[config.mk]
export PLATFORM = sky130hd
export DESIGN_NAME = sharer_directory
export DESIGN_NICKNAME = d
export VERILOG_FILES = /design/src/rtl/sharer_directory_pkg.sv /design/src/rtl/sdir_pick.sv /design/src/rtl/sdir_bank.sv /design/src/rtl/sharer_directory.sv
export SDC_FILE = /design/constraint.sdc
export NUM_CORES = 1
export LEC_CHECK = 0
export BUFFER_PORTS_ARGS = -buffer_cell sky130_fd_sc_hd__clkbuf_2
export CAP_MARGIN = 25
export CORE_MARGIN = 1.5
export CORE_UTILIZATION = 57
export DETAILED_ROUTE_END_ITERATION = 12
export PLACE_DENSITY = 0.77
export SETUP_SLACK_MARGIN = 0.1
export SYNTH_ARGS = -nofsm -noshare
export SYNTH_HDL_FRONTEND = slang
export SYNTH_SLANG_ARGS = --single-unit
[constraint.sdc]
create_clock -name clk -period 2.49 [get_ports clk]
set_clock_uncertainty 0.1 [all_clocks]
set_input_delay 0.498 -clock clk [delete_from_list [all_inputs] [get_ports clk]]
set_output_delay 0.498 -clock clk [all_outputs]
set_load 0.01 [all_outputs]
[src/rtl/sharer_directory_pkg.sv]
package sharer_directory_pkg;

    typedef enum logic [1:0] {
        L_INV = 2'd0,
        L_SHR = 2'd1,
        L_MOD = 2'd2
    } line_st_e;

    typedef enum logic [1:0] {
        B_IDLE  = 2'd0,
        B_PROBE = 2'd1,
        B_WAIT  = 2'd2,
        B_GRANT = 2'd3
    } bank_ph_e;

    typedef enum logic {
        PK_INVAL = 1'b0,
        PK_DOWN  = 1'b1
    } probe_kind_e;

endpackage

[src/rtl/sdir_pick.sv]
module sdir_pick #(
    parameter int N = 4
) (
    input  logic [N-1:0]         req,
    output logic [N-1:0]         gnt,
    output logic [$clog2(N)-1:0] idx,
    output logic                 any
);
    localparam int IDX_W = $clog2(N);

    always_comb begin
        gnt = '0;
        idx = '0;
        for (int i = N - 1; i >= 0; i--) begin
            if (req[i]) begin
                gnt    = '0;
                gnt[i] = 1'b1;
                idx    = IDX_W'(i);
            end
        end
        any = |req;
    end
endmodule

[src/rtl/sdir_bank.sv]
module sdir_bank
    import sharer_directory_pkg::*;
#(
    parameter int NCACHE = 4,
    parameter int LINE_W = 6,
    parameter int BANK_W = 2
) (
    input  logic                           clk,
    input  logic                           rst,
    input  logic                           acc,
    input  logic [$clog2(NCACHE)-1:0]      acc_src,
    input  logic                           acc_excl,
    input  logic [LINE_W-1:0]              acc_line,
    output logic                           busy,
    output logic                           prb_req,
    output logic [NCACHE-1:0]              prb_mask,
    output logic                           prb_kind,
    output logic [LINE_W-1:0]              prb_line,
    input  logic                           prb_take,
    input  logic [NCACHE-1:0]              ack_valid,
    input  logic [NCACHE-1:0][LINE_W-1:0]  ack_line,
    output logic                           gnt_req,
    output logic [$clog2(NCACHE)-1:0]      gnt_src,
    output logic                           gnt_excl,
    output logic [LINE_W-1:0]              gnt_line,
    input  logic                           gnt_take
);
    localparam int SRC_W = $clog2(NCACHE);
    localparam int SET_W = LINE_W - BANK_W;
    localparam int SETS  = 1 << SET_W;

    line_st_e          st_q  [SETS];
    logic [NCACHE-1:0] vec_q [SETS];

    bank_ph_e          ph_q;
    logic [LINE_W-1:0] line_q;
    logic [SRC_W-1:0]  src_q;
    logic              excl_q;
    probe_kind_e       kind_q;
    logic [NCACHE-1:0] tgt_q;
    logic [NCACHE-1:0] wait_q;
    logic [NCACHE-1:0] nvec_q;
    line_st_e          nst_q;

    logic [SET_W-1:0]  acc_idx;
    logic [SET_W-1:0]  own_idx;
    logic [NCACHE-1:0] src_bit;
    line_st_e          cur_st;
    logic [NCACHE-1:0] cur_vec;
    logic [NCACHE-1:0] tgt_d;
    probe_kind_e       kind_d;
    logic [NCACHE-1:0] nvec_d;
    line_st_e          nst_d;
    logic [NCACHE-1:0] hit;
    logic [NCACHE-1:0] left;

    assign acc_idx = acc_line[LINE_W-1:BANK_W];
    assign own_idx = line_q[LINE_W-1:BANK_W];

    // Lookup and next-record computation at acceptance
    always_comb begin
        src_bit = NCACHE'(1) << acc_src;
        cur_st  = st_q[acc_idx];
        cur_vec = vec_q[acc_idx];
        if (acc_excl) begin
            tgt_d  = cur_vec & ~src_bit;
            kind_d = PK_INVAL;
            nvec_d = src_bit;
            nst_d  = L_MOD;
        end else begin
            tgt_d  = (cur_st == L_MOD) ? (cur_vec & ~src_bit) : '0;
            kind_d = PK_DOWN;
            nvec_d = cur_vec | src_bit;
            nst_d  = L_SHR;
        end
    end

    // Acknowledgements that belong to the open line
    generate
        for (genvar c = 0; c < NCACHE; c++) begin : g_hit
            assign hit[c] = ack_valid[c] && (ack_line[c] == line_q);
        end
    endgenerate

    assign left = wait_q & ~hit;

    always_ff @(posedge clk) begin
        if (rst) begin
            ph_q   <= B_IDLE;
            line_q <= '0;
            src_q  <= '0;
            excl_q <= 1'b0;
            kind_q <= PK_INVAL;
            tgt_q  <= '0;
            wait_q <= '0;
            nvec_q <= '0;
            nst_q  <= L_INV;
            for (int i = 0; i < SETS; i++) begin
                st_q[i]  <= L_INV;
                vec_q[i] <= '0;
            end
        end else begin
            unique case (ph_q)
                B_IDLE: begin
                    if (acc) begin
                        line_q <= acc_line;
                        src_q  <= acc_src;
                        excl_q <= acc_excl;
                        kind_q <= kind_d;
                        tgt_q  <= tgt_d;
                        wait_q <= tgt_d;
                        nvec_q <= nvec_d;
                        nst_q  <= nst_d;
                        ph_q   <= (tgt_d != '0) ? B_PROBE : B_GRANT;
                    end
                end
                B_PROBE: begin
                    if (prb_take) ph_q <= B_WAIT;
                end
                B_WAIT: begin
                    wait_q <= left;
                    if (left == '0) ph_q <= B_GRANT;
                end
                B_GRANT: begin
                    if (gnt_take) begin
                        st_q[own_idx]  <= nst_q;
                        vec_q[own_idx] <= nvec_q;
                        ph_q           <= B_IDLE;
                    end
                end
                default: ph_q <= B_IDLE;
            endcase
        end
    end

    assign busy     = (ph_q != B_IDLE);
    assign prb_req  = (ph_q == B_PROBE);
    assign prb_mask = tgt_q;
    assign prb_kind = kind_q;
    assign prb_line = line_q;
    assign gnt_req  = (ph_q == B_GRANT);
    assign gnt_src  = src_q;
    assign gnt_excl = excl_q;
    assign gnt_line = line_q;
endmodule

[src/rtl/sharer_directory.sv]
module sharer_directory
    import sharer_directory_pkg::*;
#(
    parameter int NCACHE = 4,
    parameter int NBANK  = 4,
    parameter int LINE_W = 6
) (
    input  logic                                clk,
    input  logic                                rst,
    input  logic                                req_valid,
    output logic                                req_ready,
    input  logic [$clog2(NCACHE)-1:0]           req_src,
    input  logic                                req_excl,
    input  logic [LINE_W-1:0]                   req_line,
    output logic                                prb_valid,
    output logic                                prb_kind,
    output logic [NCACHE-1:0]                   prb_mask,
    output logic [LINE_W-1:0]                   prb_line,
    input  logic [NCACHE-1:0]                   ack_valid,
    input  logic [NCACHE-1:0][LINE_W-1:0]       ack_line,
    output logic                                gnt_valid,
    output logic [$clog2(NCACHE)-1:0]           gnt_dst,
    output logic                                gnt_excl,
    output logic [LINE_W-1:0]                   gnt_line
);
    localparam int SRC_W  = $clog2(NCACHE);
    localparam int BANK_W = $clog2(NBANK);

    logic [BANK_W-1:0] req_bank;
    logic [NBANK-1:0]  busy;
    logic [NBANK-1:0]  acc;
    logic [NBANK-1:0]  prb_req;
    logic [NBANK-1:0]  prb_take;
    logic [NBANK-1:0]  gnt_req;
    logic [NBANK-1:0]  gnt_take;
    logic [BANK_W-1:0] prb_idx;
    logic [BANK_W-1:0] gnt_idx;

    logic [NCACHE-1:0] b_prb_mask [NBANK];
    logic              b_prb_kind [NBANK];
    logic [LINE_W-1:0] b_prb_line [NBANK];
    logic [SRC_W-1:0]  b_gnt_src  [NBANK];
    logic              b_gnt_excl [NBANK];
    logic [LINE_W-1:0] b_gnt_line [NBANK];

    assign req_bank  = req_line[BANK_W-1:0];
    assign req_ready = !busy[req_bank];

    generate
        for (genvar b = 0; b < NBANK; b++) begin : g_bank
            assign acc[b] = req_valid && req_ready && (req_bank == BANK_W'(b));

            sdir_bank #(
                .NCACHE (NCACHE),
                .LINE_W (LINE_W),
                .BANK_W (BANK_W)
            ) u_bank (
                .clk       (clk),
                .rst       (rst),
                .acc       (acc[b]),
                .acc_src   (req_src),
                .acc_excl  (req_excl),
                .acc_line  (req_line),
                .busy      (busy[b]),
                .prb_req   (prb_req[b]),
                .prb_mask  (b_prb_mask[b]),
                .prb_kind  (b_prb_kind[b]),
                .prb_line  (b_prb_line[b]),
                .prb_take  (prb_take[b]),
                .ack_valid (ack_valid),
                .ack_line  (ack_line),
                .gnt_req   (gnt_req[b]),
                .gnt_src   (b_gnt_src[b]),
                .gnt_excl  (b_gnt_excl[b]),
                .gnt_line  (b_gnt_line[b]),
                .gnt_take  (gnt_take[b])
            );
        end
    endgenerate

    sdir_pick #(.N(NBANK)) u_prb_pick (
        .req (prb_req),
        .gnt (prb_take),
        .idx (prb_idx),
        .any (prb_valid)
    );

    sdir_pick #(.N(NBANK)) u_gnt_pick (
        .req (gnt_req),
        .gnt (gnt_take),
        .idx (gnt_idx),
        .any (gnt_valid)
    );

    assign prb_mask = b_prb_mask[prb_idx];
    assign prb_kind = b_prb_kind[prb_idx];
    assign prb_line = b_prb_line[prb_idx];
    assign gnt_dst  = b_gnt_src[gnt_idx];
    assign gnt_excl = b_gnt_excl[gnt_idx];
    assign gnt_line = b_gnt_line[gnt_idx];
endmodule

==> results.yml, run 1 <==
route:
  drc: 0
  drtPass1Iterations: 5
  drtAntennaViolNets: 0
  vias_per_cell: 6.13
  routed_wl_um: 65000
  vias: 17400
  wl_per_cell_um: 22.9
  drt-initial-drc-count: 2101
setup_path:
  required_ns: 1.89
  start_kind: "flip-flop"
  worstSetupEndpointType: "output port"
  arrival_ns: 2.35
  crit_type: "reg2out"
  cp_max_fo: 5
synth:
  synth_ff_type: "edfxtp_1"
  synth_seq_cells: 480
  synthArstFlopShare_pct: 0
  synth_top_family_by_area: "simple AND/OR/NAND/NOR gates"
  mappedNetlistArea_um2: 24000
  synth_cells: 2041
  synth_edf_count: 384
  yosys_warnings: 0
  synth-compound-area-share_pct: 7.04
  ys_types: 67
  avgSynthCellArea_um2: 11.8
  synth_nets: 2101
  synth-simple-area-share_pct: 20.6
  synthMuxAreaShare_pct: 8.68
  synth_fa_ha_area_share_pct: 1.04
  ys_seq_area_share_pct: 56.0
  synth_xor_area_share_pct: 3.50
power:
  p_sw_mw: 5.74
  p_clk_share_pct: 34.5
  seqPwrFrac_pct: 45.6
  power_density_nw_per_um2: 717
  p_leak_nw: 11.1
  intPower_mw: 15.1
  swShare_pct: 27.5
  combinationalPowerShare_pct: 19.8
  ir_worst_vdd_uv: 447
placement:
  dp_hpwl_um: 44500
  port-buffer-count: 62
  gp_congestion: 0.992
  pre_cts_slack_ns: -0.562
  dp.cells: 2724
die:
  fp.dieW_um: 208
  fp.dieH_um: 208
  initial_utilization_pct: 57.5
  core_area_um2: 41800
  num_rows: 75
  io_pins: 63
  dieArea_um2: 43400
clock_network:
  worstSkewPairLatency_ns: 0.59
  cts_tree: "done"
  root_buffer: "clkbuf_16"
  cts_buffers: 47
  cts_buffer_depth: 3
  hold_buffers: 0
  cts_sinks: 480
  htree_levels: 2
  path_clk_slew_ns: 0.06
status:
  outcome: "complete, but fails checks"
  violations: "setup timing"
finish:
  final_cell_mix: "edfxtp_1 (384), and2_1 (354), buf_4 (215)"
  final_common_cell: "edfxtp_1"
  ff_latch_area_um2: 13500
  num_antenna_cells: 0
  drive_above_1_share_pct: 29.0
  multi_input_area_um2: 10600
  nets: 2326
  area_delta_synth_final_pct: 21.0
  stdcell_count: 2843
  fillers: 2698
  utilization_pct: 69.6
grt:
  grt_busiest_layer: "met2"
  grt_overflow_total: 0
  grt_max_degree: 47
  gr-usage-met3_pct: 5.62
  met1_usage_pct: 40.6
  grt_pass1_wl_um: 97200
  antenna_found_initial: 0
  grt_pass1_vias: 16900
  grtUsageMet2_pct: 46.4
  grt_usage_pct: 29.4
timing:
  fin_crit_ns: 2.95
  setup_viol: 215
  hold_viol: 0
  rsz0062_at_grt: "yes"
  fin_ws_ns: -0.462
  period_share_pct: 119
  maxSlewViolCount: 0
  fmax_mhz: 339
  relSlewSlack_pct: 46.0
  worst_pin_slew_ns: 0.809
  tns_ns: -49.18
  hold_ws_ns: 0.112
flow_run:
  cap_violations: 0
hold_path:
  hold_class: "in2reg"
[per-layer routing]
layer  up-vias  wire length (µm)  share of wire [%]
met4         0              2440                3.8
li1       7735                 -                  -
met3       168              6730                 10
met2       992             30000                 46
met1      8534             25800                 40
met5         -                 0                  0
[path summary, 6_finish.rpt]
kind,slack [ns],startpoint,cells after the start,endpoint
worst min-delay path,0.11,rst,2,g_bank[0].u_bank.gnt_line[5]
worst max-delay path,-0.46,g_bank[2].u_bank.ph_q[1],8,prb_mask[2]
worst min register to register,0.36,g_bank[1].u_bank.gnt_src[0],2,g_bank[1].u_bank.gnt_src[0]
worst max register to register,-0.37,g_bank[2].u_bank.ph_q[1],9,g_bank[3].u_bank.vec_q[0][2]
[sequential cells by signal (all words and copies together), names as in the netlist]
| register | count |
|---|---|
| g_bank.u_bank.wait_q | 16 |
| g_bank.u_bank.nvec_q | 16 |
| g_bank.u_bank.nst_q | 7 |
| g_bank.u_bank.ph_q | 8 |
| g_bank.u_bank.st_q | 128 |
| g_bank.u_bank.gnt_line | 24 |
| g_bank.u_bank.gnt_excl | 1 |
| g_bank.u_bank.vec_q | 256 |
| g_bank.u_bank.gnt_src | 8 |
| g_bank.u_bank.prb_mask | 16 |
[synth_stat cells (6+ instances only)]
cell type,instances,area (µm²)
and2_1,385,2410
edfxtp_1,384,11500
nor2_1,137,514
nand2_1,116,435
clkbuf_1,111,417
dfxtp_1,96,1920
a21oi_1,72,360
or2_2,66,413
mux4_2,63,1420
xnor2_1,60,526
o21ai_0,51,255
mux2i_1,48,480
inv_1,36,135
xor2_1,36,315
nor2b_1,32,200
nor3_1,32,160
nand2b_1,31,194
o211ai_1,28,210
nand3_1,23,115
nand4_1,23,144
ha_1,20,250
a221oi_1,15,131
buf_2,13,65.1
or3_1,13,81.3
a31oi_1,12,75.1
o41ai_1,12,105
buf_4,10,75.1
nor3b_1,10,75.1
a21o_1,9,67.6
o311a_1,9,90.1
buf_1,8,30.0
mux4_1,7,184
nand3b_1,6,45.0
[cell families after synthesis]
group,Yosys count
compound gates,254
buf+inv,180
mux,118
flops,480
simple gates,893
xor+xnor,96
fa+ha+maj,20
[timing repair]
action,in CTS,in global routing
cloned,0,0
gates resized for setup,97,146
pin swaps,23,42
buffers inserted,12,21
setup endpoints to repair,222,314
[through the flow]
| stage | cell area [µm²] | total power, mW |
|---|---|---|
| floorplan | 24200 | 11.6 |
| global placement | 26400 | 12.9 |
| detailed placement | 26400 | 13.0 |
| CTS | 28400 | 20.4 |
| global route | 29100 | 21.4 |
| finish | 29100 | 20.8 |
[critical path: stages (launching register included)]
cell,delay [ns]
dfxtp_2,0.32
buf_6,0.12
inv_4,0.05
ha_4,0.17
nor2_4,0.05
nor3_4,0.20
buf_6,0.15
mux4_2,0.56
buf_6,0.15
[area by class of cell]
class / instances / share of cell area, %
tap: 539 / 2.32
multi-input combinational: 1381 / 36.4
sequential: 480 / 46.4
timing repair buffer: 320 / 8.94
clock buffer: 71 / 4.97
clock inverter: 16 / 0.418
inverter: 36 / 0.504
[power groups by stage]
| stage | logic (mW) | clock network (mW) | registers, mW |
|---|---|---|---|
| final | 4.13 | 7.19 | 9.51 |
| after CTS | 3.68 | 7.22 | 9.50 |
| after global routing | 4.36 | 7.52 | 9.55 |
| after detailed placement | 3.37 | 0 | 9.64 |
| after floorplan | 2.27 | 0 | 9.37 |
| after global placement | 3.27 | 0 | 9.62 |
Note: power is estimated with default switching activity, not from simulation.
==> inputs of run 2 (changes only) <==
--- a/config.mk
+++ b/config.mk
@@ -8,10 +8,11 @@
 export BUFFER_PORTS_ARGS = -buffer_cell sky130_fd_sc_hd__clkbuf_2
 export CAP_MARGIN = 25
 export CORE_MARGIN = 1.5
-export CORE_UTILIZATION = 57
+export CORE_UTILIZATION = 60
 export DETAILED_ROUTE_END_ITERATION = 12
 export PLACE_DENSITY = 0.77
 export SETUP_SLACK_MARGIN = 0.1
 export SYNTH_ARGS = -nofsm -noshare
 export SYNTH_HDL_FRONTEND = slang
 export SYNTH_SLANG_ARGS = --single-unit
+export TNS_END_PERCENT = 5
==> constraint.sdc (replaced) <==
create_clock -name clk -period 3.5 [get_ports clk]
set_clock_uncertainty 0.1 [all_clocks]
set_input_delay 0.7 -clock clk [delete_from_list [all_inputs] [get_ports clk]]
set_output_delay 0.7 -clock clk [all_outputs]
set_load 0.01 [all_outputs]
==> run 2 against run 1 <==
Final area is 7.3% lower. Clock power is 21% lower. Combinational power is 46% lower. Register-to-register slack better by 0.88 ns. Clock-buffer cell count is 5 lower. Sequential share of layout area is 3.5 points higher. The flow now finishes without violations. Non-clock buffer count is 156 lower. Highest routed layer unchanged. Critical path depth is 1 lower. Critical path type unchanged. Via count is 5.7% lower.
==> results.yml, run 2 (synthesized netlist as in run 1, its figures left out) <==
setup_path:
  arrival_ns: 2.58
  crit_path_top_delay_cell: "mux4_2"
  cp_slowest_stage_delay_ns: 0.56
  critical_path.cell_chain: "inv_1 -> ha_1 -> nor2b_1 -> o21bai_1 -> buf_4 -> mux4_2 -> clkbuf_2"
  crit_buf_inv: 3
  critPathTopFamily: "multiplexers"
  start_kind: "flip-flop"
  worst-r2r-setup-slack_ns: 0.51
  worstSetupEndpointType: "output port"
  cp_max_fo: 11
  crit_type: "reg2out"
  required_ns: 2.70
timing:
  period_share_pct: 96.7
  fin_ws_ns: 0.116
  hold_ws_ns: 0.353
  rsz0062_at_grt: "yes"
  worst_pin_slew_ns: 0.892
  fmax_mhz: 296
  tns_ns: 0
  relSlewSlack_pct: 40.5
  maxSlewViolCount: 0
  fin_crit_ns: 3.38
  setup_viol: 0
  hold_viol: 0
finish:
  top_register: "g_bank.u_bank.vec_q"
  drive_above_1_share_pct: 17.8
  largest_reg_flops: 256
  area_delta_synth_final_pct: 12.2
  ff_latch_area_um2: 13500
  stdcell_count: 2674
  final_area_um2: 26900
  num_antenna_cells: 0
  nets: 2171
  utilization_pct: 67.9
  final_common_cell: "and2_1"
  final_cell_mix: "and2_1 (385), edfxtp_1 (384), nor2_1 (137)"
  multi_input_area_um2: 9820
  fillers: 2845
die:
  fp.dieW_um: 203
  num_rows: 73
  dieArea_um2: 41200
  core_area_um2: 39600
  fp.dieH_um: 203
  initial_utilization_pct: 60.6
  io_pins: 63
clock_network:
  hold_buffers: 0
  cts_buffer_depth: 3
  cts_tree: "done"
  cts_buffers: 48
  root_buffer: "clkbuf_16"
  htree_levels: 2
  worstSkewPairLatency_ns: 0.59
  cts_sinks: 480
  path_clk_slew_ns: 0.06
grt:
  grt_pass1_wl_um: 96400
  grt_max_degree: 77
  grt_pass1_vias: 16300
  grt_usage_pct: 31.0
  antenna_found_initial: 0
  grt_overflow_total: 0
power:
  ir_worst_vdd_uv: 578
  p_sw_mw: 3.87
  p_leak_nw: 10.2
  swShare_pct: 26.3
  power_density_nw_per_um2: 545
  combinationalPowerShare_pct: 15.2
  p_total_mw: 14.7
  intPower_mw: 10.8
  seqPwrFrac_pct: 45.9
  p_clk_share_pct: 38.8
placement:
  dp_hpwl_um: 44200
  port-buffer-count: 62
  dpl_cell_area_um2: 25200
  gp_congestion: 0.992
  pre_cts_slack_ns: 0.0936
  dp.cells: 2586
hold_path:
  hold_class: "reg2reg"
route:
  wl_per_cell_um: 23.7
  drc: 0
  vias: 16400
  drt-initial-drc-count: 1729
  routed_wl_um: 63200
  drtPass1Iterations: 6
  vias_per_cell: 6.14
  drtAntennaViolNets: 0
flow_run:
  cap_violations: 0
status:
  outcome: "finished, final reports clean"
## run 2: cell types whose count changed in the layout (fill, tap and decap cells not counted), moves of 9 or more
| cell | delta |
|---|---|
| nor3_1 | +12 |
| buf_4 | -113 |
| ha_1 | +11 |
| and2_1 | +31 |
| and2_4 | -31 |
| bufinv_16 | +9 |
| nor2_1 | +23 |
| or2_4 | -29 |
| nor2_4 | -20 |
| dfxtp_2 | -10 |
| or2_2 | +29 |
| buf_6 | -36 |
| buf_12 | -11 |
| dfxtp_1 | +16 |
## run 2: path summary, 6_finish.rpt
| check | start | cells after the start | endpoint |
|---|---|---|---|
| worst max register to register | g_bank[1].u_bank.ph_q[0] | 6 | g_bank[3].u_bank.st_q[0][0] |
| worst min-delay path | g_bank[2].u_bank.prb_mask[1] | 2 | g_bank[2].u_bank.prb_mask[1] |
| worst min register to register | g_bank[2].u_bank.prb_mask[1] | 2 | g_bank[2].u_bank.prb_mask[1] |
| worst max-delay path | g_bank[3].u_bank.ph_q[1] | 7 | prb_mask[3] |
## run 2: power by group through the flow
| stage | combinational [mW] | clock [mW] | sequential (mW) |
|---|---|---|---|
| final | 2.23 | 5.71 | 6.75 |
| after global routing | 2.41 | 5.96 | 6.78 |
| after CTS | 2.18 | 5.75 | 6.74 |
| after detailed placement | 2.16 | 0 | 6.86 |
| after global placement | 2.13 | 0 | 6.85 |
| after floorplan | 1.57 | 0 | 6.65 |
## run 2: what timing repair did
item,4_1_cts,5_1_grt
setup endpoints to repair,6,15
pin swaps,0,0
resized for setup,2,3
setup buffers,0,0
## run 2: layout make-up
class                      count  share of cell area, %
clock buffer                  66                   5.14
inverter                      36                  0.502
clock inverter                22                   1.35
multi-input combinational   1381                   36.5
sequential                   480                   50.0
tap                          525                   2.44
timing repair buffer         164                   4.13
## run 2: tightest hold or removal path, stage by stage, from the launching register on
cell     delay (ns)
dfxtp_1        0.31
nand2_1        0.05
a21oi_1        0.05
## run 2: metal layers
layer,GRT usage [%],share of wire (%)
met2,50.3,48
met4,12.6,3.7
met3,6.53,9.1
met5,0,0
met1,40.9,39
